File: config.mk
export PLATFORM = sky130hd
export DESIGN_NAME = irq_hub
export DESIGN_NICKNAME = d
export VERILOG_FILES = /design/src/rtl/irq_hub_pkg.sv /design/src/rtl/irq_status_bank.sv /design/src/rtl/irq_enable_regs.sv /design/src/rtl/irq_out_stage.sv /design/src/rtl/irq_hub.sv
export SDC_FILE = /design/constraint.sdc
export NUM_CORES = 1
export LEC_CHECK = 0
export BUFFER_PORTS_ARGS = -buffer_cell sky130_fd_sc_hd__buf_2
export CAP_MARGIN = 40
export CORE_UTILIZATION = 46
export CTS_BUF_LIST = sky130_fd_sc_hd__clkbuf_16
export CTS_CLUSTER_DIAMETER = 200
export DETAILED_ROUTE_END_ITERATION = 8
export PLACE_DENSITY_LB_ADDON = 0.1
export SYNTH_ARGS = -nofsm -noshare
export SYNTH_HDL_FRONTEND = slang
export SYNTH_SLANG_ARGS = --single-unit
export TNS_END_PERCENT = 30
File: constraint.sdc
create_clock -name clk -period 7.01 [get_ports clk]
set_input_delay 1.402 -clock clk [delete_from_list [all_inputs] [get_ports clk]]
set_output_delay 1.402 -clock clk [all_outputs]
set_load 0.005 [all_outputs]
File: src/rtl/irq_hub_pkg.sv
package irq_hub_pkg;
  localparam int unsigned DW        = 32;
  localparam int unsigned OFF_GIE   = 32'h1C;
  localparam int unsigned OFF_STS   = 32'h20;
  localparam int unsigned OFF_EN    = 32'h28;
  localparam int unsigned OFF_SRST  = 32'h40;
  localparam logic [DW-1:0] SRST_KEY = 32'h0000_000A;

  // next value of one status bit: hardware set dominates a software toggle
  function automatic logic f_sts_bit(input logic cur, input logic tgl, input logic hw);
    return hw | (cur ^ tgl);
  endfunction

  // level that the interrupt register samples
  function automatic logic f_pending(input logic [DW-1:0] sts, input logic [DW-1:0] en,
                                     input logic gie);
    return gie & (|(sts & en));
  endfunction
endpackage

File: src/rtl/irq_status_bank.sv
module irq_status_bank #(
  parameter int unsigned N = 8
) (
  input  logic         clk,
  input  logic         rst_n,
  input  logic         clr,
  input  logic         tgl_en,
  input  logic [N-1:0] tgl_mask,
  input  logic [N-1:0] evt,
  output logic [N-1:0] sts
);
  import irq_hub_pkg::*;

  for (genvar b = 0; b < N; b++) begin : g_bit
    logic tgl_b;
    assign tgl_b = tgl_en & tgl_mask[b];
    always_ff @(posedge clk or negedge rst_n) begin
      if (!rst_n)   sts[b] <= 1'b0;
      else if (clr) sts[b] <= 1'b0;
      else          sts[b] <= f_sts_bit(sts[b], tgl_b, evt[b]);
    end
  end
endmodule

File: src/rtl/irq_enable_regs.sv
module irq_enable_regs #(
  parameter int unsigned N = 8
) (
  input  logic         clk,
  input  logic         rst_n,
  input  logic         clr,
  input  logic         en_wr,
  input  logic [N-1:0] en_wdata,
  input  logic         gie_wr,
  input  logic         gie_wdata,
  output logic [N-1:0] en_q,
  output logic         gie_q
);
  always_ff @(posedge clk or negedge rst_n) begin
    if (!rst_n) begin
      en_q  <= '0;
      gie_q <= 1'b0;
    end else if (clr) begin
      en_q  <= '0;
      gie_q <= 1'b0;
    end else begin
      if (en_wr)  en_q  <= en_wdata;
      if (gie_wr) gie_q <= gie_wdata;
    end
  end
endmodule

File: src/rtl/irq_out_stage.sv
module irq_out_stage #(
  parameter int unsigned N = 8
) (
  input  logic         clk,
  input  logic         rst_n,
  input  logic         clr,
  input  logic [N-1:0] sts,
  input  logic [N-1:0] en,
  input  logic         gie,
  output logic         irq
);
  import irq_hub_pkg::*;

  logic lvl;
  assign lvl = f_pending(DW'(sts), DW'(en), gie);

  always_ff @(posedge clk or negedge rst_n) begin
    if (!rst_n)   irq <= 1'b0;
    else if (clr) irq <= 1'b0;
    else          irq <= lvl;
  end
endmodule

File: src/rtl/irq_hub.sv
module irq_hub #(
  parameter int unsigned N_SRC  = 8,
  parameter int unsigned ADDR_W = 12
) (
  input  logic              clk,
  input  logic              rst_n,
  input  logic              wr_en,
  input  logic [ADDR_W-1:0] addr,
  input  logic [31:0]       wdata,
  output logic [31:0]       rdata,
  input  logic [N_SRC-1:0]  evt_i,
  output logic              irq_o
);
  import irq_hub_pkg::*;

  localparam logic [ADDR_W-1:0] A_GIE  = ADDR_W'(OFF_GIE);
  localparam logic [ADDR_W-1:0] A_STS  = ADDR_W'(OFF_STS);
  localparam logic [ADDR_W-1:0] A_EN   = ADDR_W'(OFF_EN);
  localparam logic [ADDR_W-1:0] A_SRST = ADDR_W'(OFF_SRST);

  // named decode events, also observed by the checker
  logic sel_gie, sel_sts, sel_en, sel_srst, addr_hit;
  logic gie_wr, sts_wr, en_wr, srst_hit;
  logic [N_SRC-1:0] sts_q, en_q;
  logic gie_q;

  assign sel_gie  = (addr == A_GIE);
  assign sel_sts  = (addr == A_STS);
  assign sel_en   = (addr == A_EN);
  assign sel_srst = (addr == A_SRST);
  assign addr_hit = sel_gie | sel_sts | sel_en | sel_srst;

  assign gie_wr   = wr_en & sel_gie;
  assign sts_wr   = wr_en & sel_sts;
  assign en_wr    = wr_en & sel_en;
  assign srst_hit = wr_en & sel_srst & (wdata == SRST_KEY);

  irq_status_bank #(.N(N_SRC)) u_sts (
    .clk(clk), .rst_n(rst_n), .clr(srst_hit),
    .tgl_en(sts_wr), .tgl_mask(wdata[N_SRC-1:0]),
    .evt(evt_i), .sts(sts_q)
  );

  irq_enable_regs #(.N(N_SRC)) u_en (
    .clk(clk), .rst_n(rst_n), .clr(srst_hit),
    .en_wr(en_wr), .en_wdata(wdata[N_SRC-1:0]),
    .gie_wr(gie_wr), .gie_wdata(wdata[31]),
    .en_q(en_q), .gie_q(gie_q)
  );

  irq_out_stage #(.N(N_SRC)) u_out (
    .clk(clk), .rst_n(rst_n), .clr(srst_hit),
    .sts(sts_q), .en(en_q), .gie(gie_q), .irq(irq_o)
  );

  always_comb begin
    rdata = '0;
    if (sel_gie)     rdata = {gie_q, 31'b0};
    else if (sel_sts) rdata = 32'(sts_q);
    else if (sel_en)  rdata = 32'(en_q);
  end
endmodule

# Word-level counts from Yosys, hierarchy flattened
# Index checks and enable logic that the tools add are counted.
[op_classes]
add_sub_neg = 0
mul = 0
n_div = 0
order_cmp = 0
n_eq_ne = 5
shift = 0
n_mux = 16
bitwise_logic = 31
reduce_logical = 3
[ops]
columns = ["op", "count"]
rows = [
  ["$eq 32x4->1 const B", 1],
  ["$mux 32", 1],
  ["$mux 8", 4],
  ["$reduce_or 32->1", 1],
  ["$eq 12x6->1 const B", 2],
  ["$and 1x1->1", 14],
  ["$eq 12x5->1 const B", 1],
  ["$eq 12x7->1 const B", 1],
  ["$mux 1", 11],
  ["$and 8x8->8", 1],
  ["$or 1x1->1", 8],
  ["$xor 1x1->1", 8],
  ["$reduce_bool 2->1", 2],
]
[word_totals]
ff_bits = 18
latch_bits = 0
ram_bits = 0
mem_bits_ro = 0
input_bits = 55
output_inout_bits = 33
elab_cells = 66
mem_count = 0

# Depth between registers and ports, before layout
# Gate-level depths: netlist (run 1).
[depth]
word_depth = 6
ltp_mapped = 6
depth_no_buf = 4

# Cells and area by module
# Synthesis (run 1) repeated with hierarchy kept, for this count alone.
[hier_totals]
hier_cells = 139
area_unflattened_um2 = 1298.7
[modules_own_cells]
columns = ["module", "n_inst", "cells_per_inst", "area_each_um2", "seq_area_each_um2"]
rows = [
  ["irq_hub", 1, 69, 460.4, 0.0],
  ["irq_status_bank", 1, 34, 402.9, 200.2],
  ["irq_enable_regs", 1, 29, 365.4, 225.2],
  ["irq_out_stage", 1, 7, 70.1, 25.0],
]

# Worst setup path after synthesis (run 1)
# No wires, ideal clock.
[synth_path]
kind = "input-to-output"
startpoint = "in addr[4]"
endpoint = "out rdata[0]"
arrival_time_ps = 2850
required_ps = 5608
slack_ps = 2758
path_stages = 5
path_cell_list = "or4b_1 buf_6 or3_2 clkbuf_1 nor2_1"
[synth_between]
elab_chain_len = 4
[synth_rtl]
columns = ["item", "line", "rtl"]
rows = [
  ["start: declaration", "irq_hub.sv:8", "input logic [ADDR_W-1:0] addr,"],
  ["$eq 12x6->1", "irq_hub.sv:29", "assign sel_en = (addr == A_EN);"],
  ["$mux 8", "irq_hub.sv:60", "else if (sel_en) rdata = 32'(en_q);"],
  ["$mux 8", "irq_hub.sv:59", "else if (sel_sts) rdata = 32'(sts_q);"],
  ["$mux 32 *", "irq_hub.sv:58", "if (sel_gie) rdata = {gie_q, 31'b0};"],
  ["end: declaration", "irq_hub.sv:10", "output logic [31:0] rdata,"],
]
# Mark *: on every way between the ends. The rest lies on a longest branch, timed or not.

# Final worst setup path (run 1)
[layout_path]
startpoint = "in addr[4]"
endpoint = "out rdata[3]"
# The elaborated chain is that of the path after synthesis.

==> results of run 1 <==
## power by group through the flow
stage	Combinational [W]	Clock [W]	Sequential [W]
CTS	0.0000355	0.000117	0.000104
floorplan	0.0000243	0	0.000106
global route	0.0000397	0.000121	0.000104
finish	0.0000357	0.000114	0.000104
global placement	0.0000344	0	0.000106
detailed placement	0.0000354	0	0.000106
## worst max-delay path: stages
cell and delay [ns]:
buf_2 0.11, or4b_1 0.71, or3_2 0.66, nor2_1 0.14, buf_2 0.12
## synthesized netlist by cell type, drive strengths merged (2+ instances only)
master	number	area, sq um
clkbuf	5	18.8
nor2	20	95.1
a22oi	4	30.0
nand4	3	18.8
inv	8	30.0
mux2i	17	170
a21oi	8	40.0
dfrtp	18	450
nor4	17	136
buf	26	195
xnor2	8	70.1
nand3b	8	60.1
nor4b	2	17.5
or3	2	13.8
nand2	3	11.3
## layer usage
| metal | routed length (microns) | part of all wire, % | vias up |
|---|---|---|---|
| met3 | 195 | 5.7 | 2 |
| met2 | 1760 | 51 | 53 |
| met1 | 1480 | 43 | 608 |
| met4 | 12 | 0.35 | 0 |
| li1 | - | - | 640 |
| met5 | 0 | 0 | - |
## final cells by class
cell class	count	area, sq um	area share [%]
clock buffers	3	75.1	4.29
clock inverters	1	3.75	0.215
inverters	8	30.0	1.72
multi-input cells	123	820	46.9
flip-flops and latches	18	450	25.8
well taps	31	38.8	2.22
repair buffers	65	332	19.0
## kinds of logic after synthesis
logic type | share of synthesized area (%)
compound gates | 4.90
xor+xnor | 4.90
buf+inv | 17.0
flops | 31.5
mux | 11.9
other cells | 0.262
simple gates | 29.5
## worst paths after layout
check	end	slack (ns)
max reg2reg	u_out.irq	5.97
max	rdata[3]	2.46
min reg2reg	u_out.irq	0.53
max in group asynchronous	u_en.en_q[6]	5.63
min	u_out.irq	0.53
min in group asynchronous	u_sts.sts[7]	1.08
## cell usage in the layout, fill, tap and decap left out, drive strengths merged, types with 2 or more instances in the layout
| cell type | n |
|---|---|
| nor2 | 20 |
| xnor2 | 8 |
| nand3b | 8 |
| clkbuf | 3 |
| a22oi | 4 |
| inv | 8 |
| nor4 | 17 |
| mux2i | 17 |
| a21oi | 8 |
| dfrtp | 18 |
| nand2 | 3 |
| nor4b | 2 |
| buf | 65 |
| nand4 | 3 |
| or3 | 2 |
| conb | 23 |
## sequential cells by signal, summed over array words and instances, names as in the netlist
name	flops
u_en.gie_q	1
u_out.irq	1
u_en.en_q	8
u_sts.sts	8
## through the flow
stage	utilization, %	cells
finish	61.3	249
global route	61.3	249
global placement	58.2	244
CTS	61.3	249
detailed placement	58.6	245
floorplan	-	180
==> flow_summary.ini, run 1 <==
[outcome]
violations = DRC
status = complete, but fails checks

[final_layout]
drive_gt1_share_pct = 37.2
area_growth_pct = 22.2
nets = 274
fin_area_sq_mm = 0.00175
antenna_cells = 0
fill_cells = 272

[sta]
max_freq_mhz = 220
tns_ns = 0
hold_ws_ns = 0.531
slew_violations = 0
finClkSkew_ns = 0.00176
tightest_slew_ns = 0.743
setup_slack_ns = 2.46
layout_min_cycle_time_ns = 4.55
hold_viol_final = 0
timing.final.crit_share_pct = 64.9
rsz0062_at_grt = no
finalSetupViolations = 0
slew_headroom_pct = 50.1

[cts]
clk_latency_ns = 0.25
cts_root_buf = clkbuf_16
clock_sinks = 18
htreeDepth = 1
clockBufferDepth = 2
hold_buffers = 0
post_cts_buffers = 0
cts_buffers = 3
cts_tree = done
cts_resized = 0
path_clk_slew_ns = 0.05

[place]
port_buffers = 64
dp_hpwl_microns = 2730
dpl_worst_slack_ns = 2.45
place_area_sq_mm = 0.00167
gp_congestion = 0.774

[grt]
first_global_vias = 1258
overflow = 0
groute.layer.met2.usage_pct = 39.2
grt_max_degree = 20
use_met1_pct = 26.9
grt_use_total_pct = 21.5
use_met3_pct = 2.46
antenna_found_initial = 0
top_usage_layer = met2
grt_pass1_wl_microns = 5560

[yosys]
syn_area_per_cell_sq_um = 9.06
synth_cells = 158
ys.flop_type = dfrtp_1
synth_edf_count = 0
ys_seq_area_share_pct = 31.5
async_flop_share_pct = 100
ys_warn_count = 0
ys_ff_latch = 18
syn_area_sq_mm = 0.00143
ys_types = 29

[run]
max-cap-violations = 0

[pwr]
power_switching_w = 0.0000575
p_int_w = 0.000196
irDropWorstVdd_mv = 0.114
seqPwrFrac_pct = 41.1
power_w = 0.000254
power-per-cell-area_mw_per_mm2 = 145
pwr-share-comb_pct = 14.1
switching_share_pct = 22.6
leakagePower_nw = 0.852
p_clk_share_pct = 44.8

[floorplan]
core.rowCount = 19
start_util_pct = 50.2
die_y_microns = 57.8
io_pins = 88
core_sq_mm = 0.00285
die_area_sq_mm = 0.00334
die_w_microns = 57.8

[setup_path]
crit_fanout = 10
startpoint = addr[4]
worstSetupStartpointType = input pin
crit_arrival_ns = 3.15
worstSetupEndpointType = output port
r2r_start = u_sts.sts[7]
path_class = input pin to output port
crit_required_ns = 5.61
reg2reg_depth = 4

[worst_hold_path]
hp-start = u_en.gie_q
min_path_type = flip-flop to flip-flop
min_path_cells = 2

[detailed_routing]
totalWireLength_microns = 3450
vias = 1303
first_iter_violations = 57
drtAntennaViolNets = 0
drcViolationCount = 10
drtPass1Iterations = 7
drt-wirelength-per-cell_microns = 13.8
via_per_inst = 5.23
(Power assumes the default switching activity.)
==> inputs of run 2 (changes only) <==
CORE_UTILIZATION = 43   (was 46)
clock period = 4.25 ns   (was 7.01 ns; I/O delays follow)
==> run 2 against run 1 <==
Effect of this change:
- the flow now finishes without violations
- clock skew about the same
- critical path type unchanged
- clock power grew 64%
- cell count is 4.8% higher
- highest routed layer unchanged
==> flow_summary.ini, run 2 (synthesis results as in run 1) <==
[detailed_routing]
drt-wirelength-per-cell_microns = 12.9
drtAntennaViolNets = 0
via_per_inst = 4.91
vias = 1282
drcViolationCount = 0
first_iter_violations = 60
totalWireLength_microns = 3380
drtPass1Iterations = 4

[pwr]
leakagePower_nw = 0.850
power-per-cell-area_mw_per_mm2 = 237
irDropWorstVdd_mv = 0.172
power_w = 0.000417

[setup_path]
r2r-end = u_out.irq
crit_fanout = 10
slowest_stage = or4b_1
cp_top_family = simple AND/OR/NAND/NOR gates
crit_buf_inv = 2
worst_path_most_repeated_cell = buf_2
worstSetupEndpointType = output port
ff2ff_setup_slack_ns = 3.23
crit_arrival_ns = 2.62
cpPeakStageDelay_ns = 0.72
crit_chain = buf_2 -> or4b_1 -> or3_2 -> nor2_1 -> buf_2
r2r_start = u_sts.sts[7]
worstSetupStartpointType = input pin
path_class = input pin to output port
crit_required_ns = 3.40
reg2reg_depth = 4

[floorplan]
core_sq_mm = 0.00310
io_pins = 88
die_w_microns = 59.7
core.rowCount = 20
start_util_pct = 46.1
die_area_sq_mm = 0.00356
die_y_microns = 59.7

[final_layout]
seq_area_sq_um = 450
multi_input_area_sq_um = 820
layout_common_cells = buf_2, conb_1, dfrtp_1
reg_top3 = u_en.en_q (8), u_sts.sts (8)
area_growth_pct = 22.8
nets = 274
fill_cells = 295
layout_commonest_cell = buf_2
fin_area_sq_mm = 0.00176
antenna_cells = 0
drive_gt1_share_pct = 37.3

[place]
place_area_sq_mm = 0.00168
gp_congestion = 0.753
dp_hpwl_microns = 2640
port_buffers = 64

[cts]
clockBufferDepth = 2
cts_resized = 0
cts_root_buf = clkbuf_16
cts_buffers = 3
cts_tree = done
clock_sinks = 18
post_cts_buffers = 0
path_clk_slew_ns = 0.05
clk_latency_ns = 0.25
hold_buffers = 0
htreeDepth = 1

[grt]
grt_max_degree = 20
antenna_found_initial = 0
grt_use_total_pct = 20.2
first_global_vias = 1196
overflow = 0
grt_pass1_wl_microns = 5310

[sta]
timing.final.crit_share_pct = 81.7
hold_viol_final = 0
finClkSkew_ns = 0.00225
hold_ws_ns = 0.528
layout_min_cycle_time_ns = 3.47
slew_headroom_pct = 48.4
finalSetupViolations = 0
slew_violations = 0
tns_ns = 0
tightest_slew_ns = 0.768
max_freq_mhz = 288
rsz0062_at_grt = no

[outcome]
status = finished clean

[run]
max-cap-violations = 0

[worst_hold_path]
min_path_type = input pin to asynchronous set/reset pin
## run 2: cell count changes in the layout (fill, tap and decap cells not counted)
cell and change:
buf_6 -1, buf_4 +1, clkinv_1 -1
## run 2: power by group
part / leakage [nW] / switching (W) / internal [W] / total [W]
Clock: 0.0370 / 0.0000629 / 0.000124 / 0.000187
Combinational: 0.603 / 0.0000314 / 0.0000270 / 0.0000584
Sequential: 0.210 / 0.000000305 / 0.000172 / 0.000172
## run 2: worst max-delay path by stage
stage | depth (start not counted) | from | endpoint | slack (ns)
4_1_cts | 5 | addr[4] | rdata[7] | 0.78
2_1_floorplan | 5 | addr[4] | rdata[0] | 1.10
5_1_grt | 5 | addr[4] | rdata[5] | 0.69
3_3_place_gp | 5 | addr[4] | rdata[3] | 0.82
3_5_place_dp | 5 | addr[4] | rdata[7] | 0.79
6_report | 5 | addr[4] | rdata[7] | 0.78
## run 2: final cells by class
type | count | area share, %
Clock buffer | 3 | 4.27
Inverter | 8 | 1.71
Timing Repair Buffer | 65 | 18.6
Tap cell | 44 | 3.13
Sequential cell | 18 | 25.6
Multi-Input combinational cell | 123 | 46.6
## run 2: per-layer routing
layer  routed length (microns)  global-route usage (%)  part of all wire [%]  up-vias
met5                         0                       0                     0        -
li1                          -                       -                     -      636
met4                        15                    7.31                  0.44        0
met2                      1670                    34.0                    49       57
met1                      1450                    26.6                    43      587
met3                       239                    2.60                   7.1        2
## run 2: per-stage QoR
stage / worst slack [ns] / std cells / utilization (%)
3_5_place_dp: 0.788 / 258 / 54.2
3_3_place_gp: 0.818 / 258 / 54.2
6_report: 0.776 / 261 / 56.7
4_1_cts: 0.780 / 261 / 56.7
2_1_floorplan: 1.10 / 180 / -
5_1_grt: 0.685 / 261 / 56.7
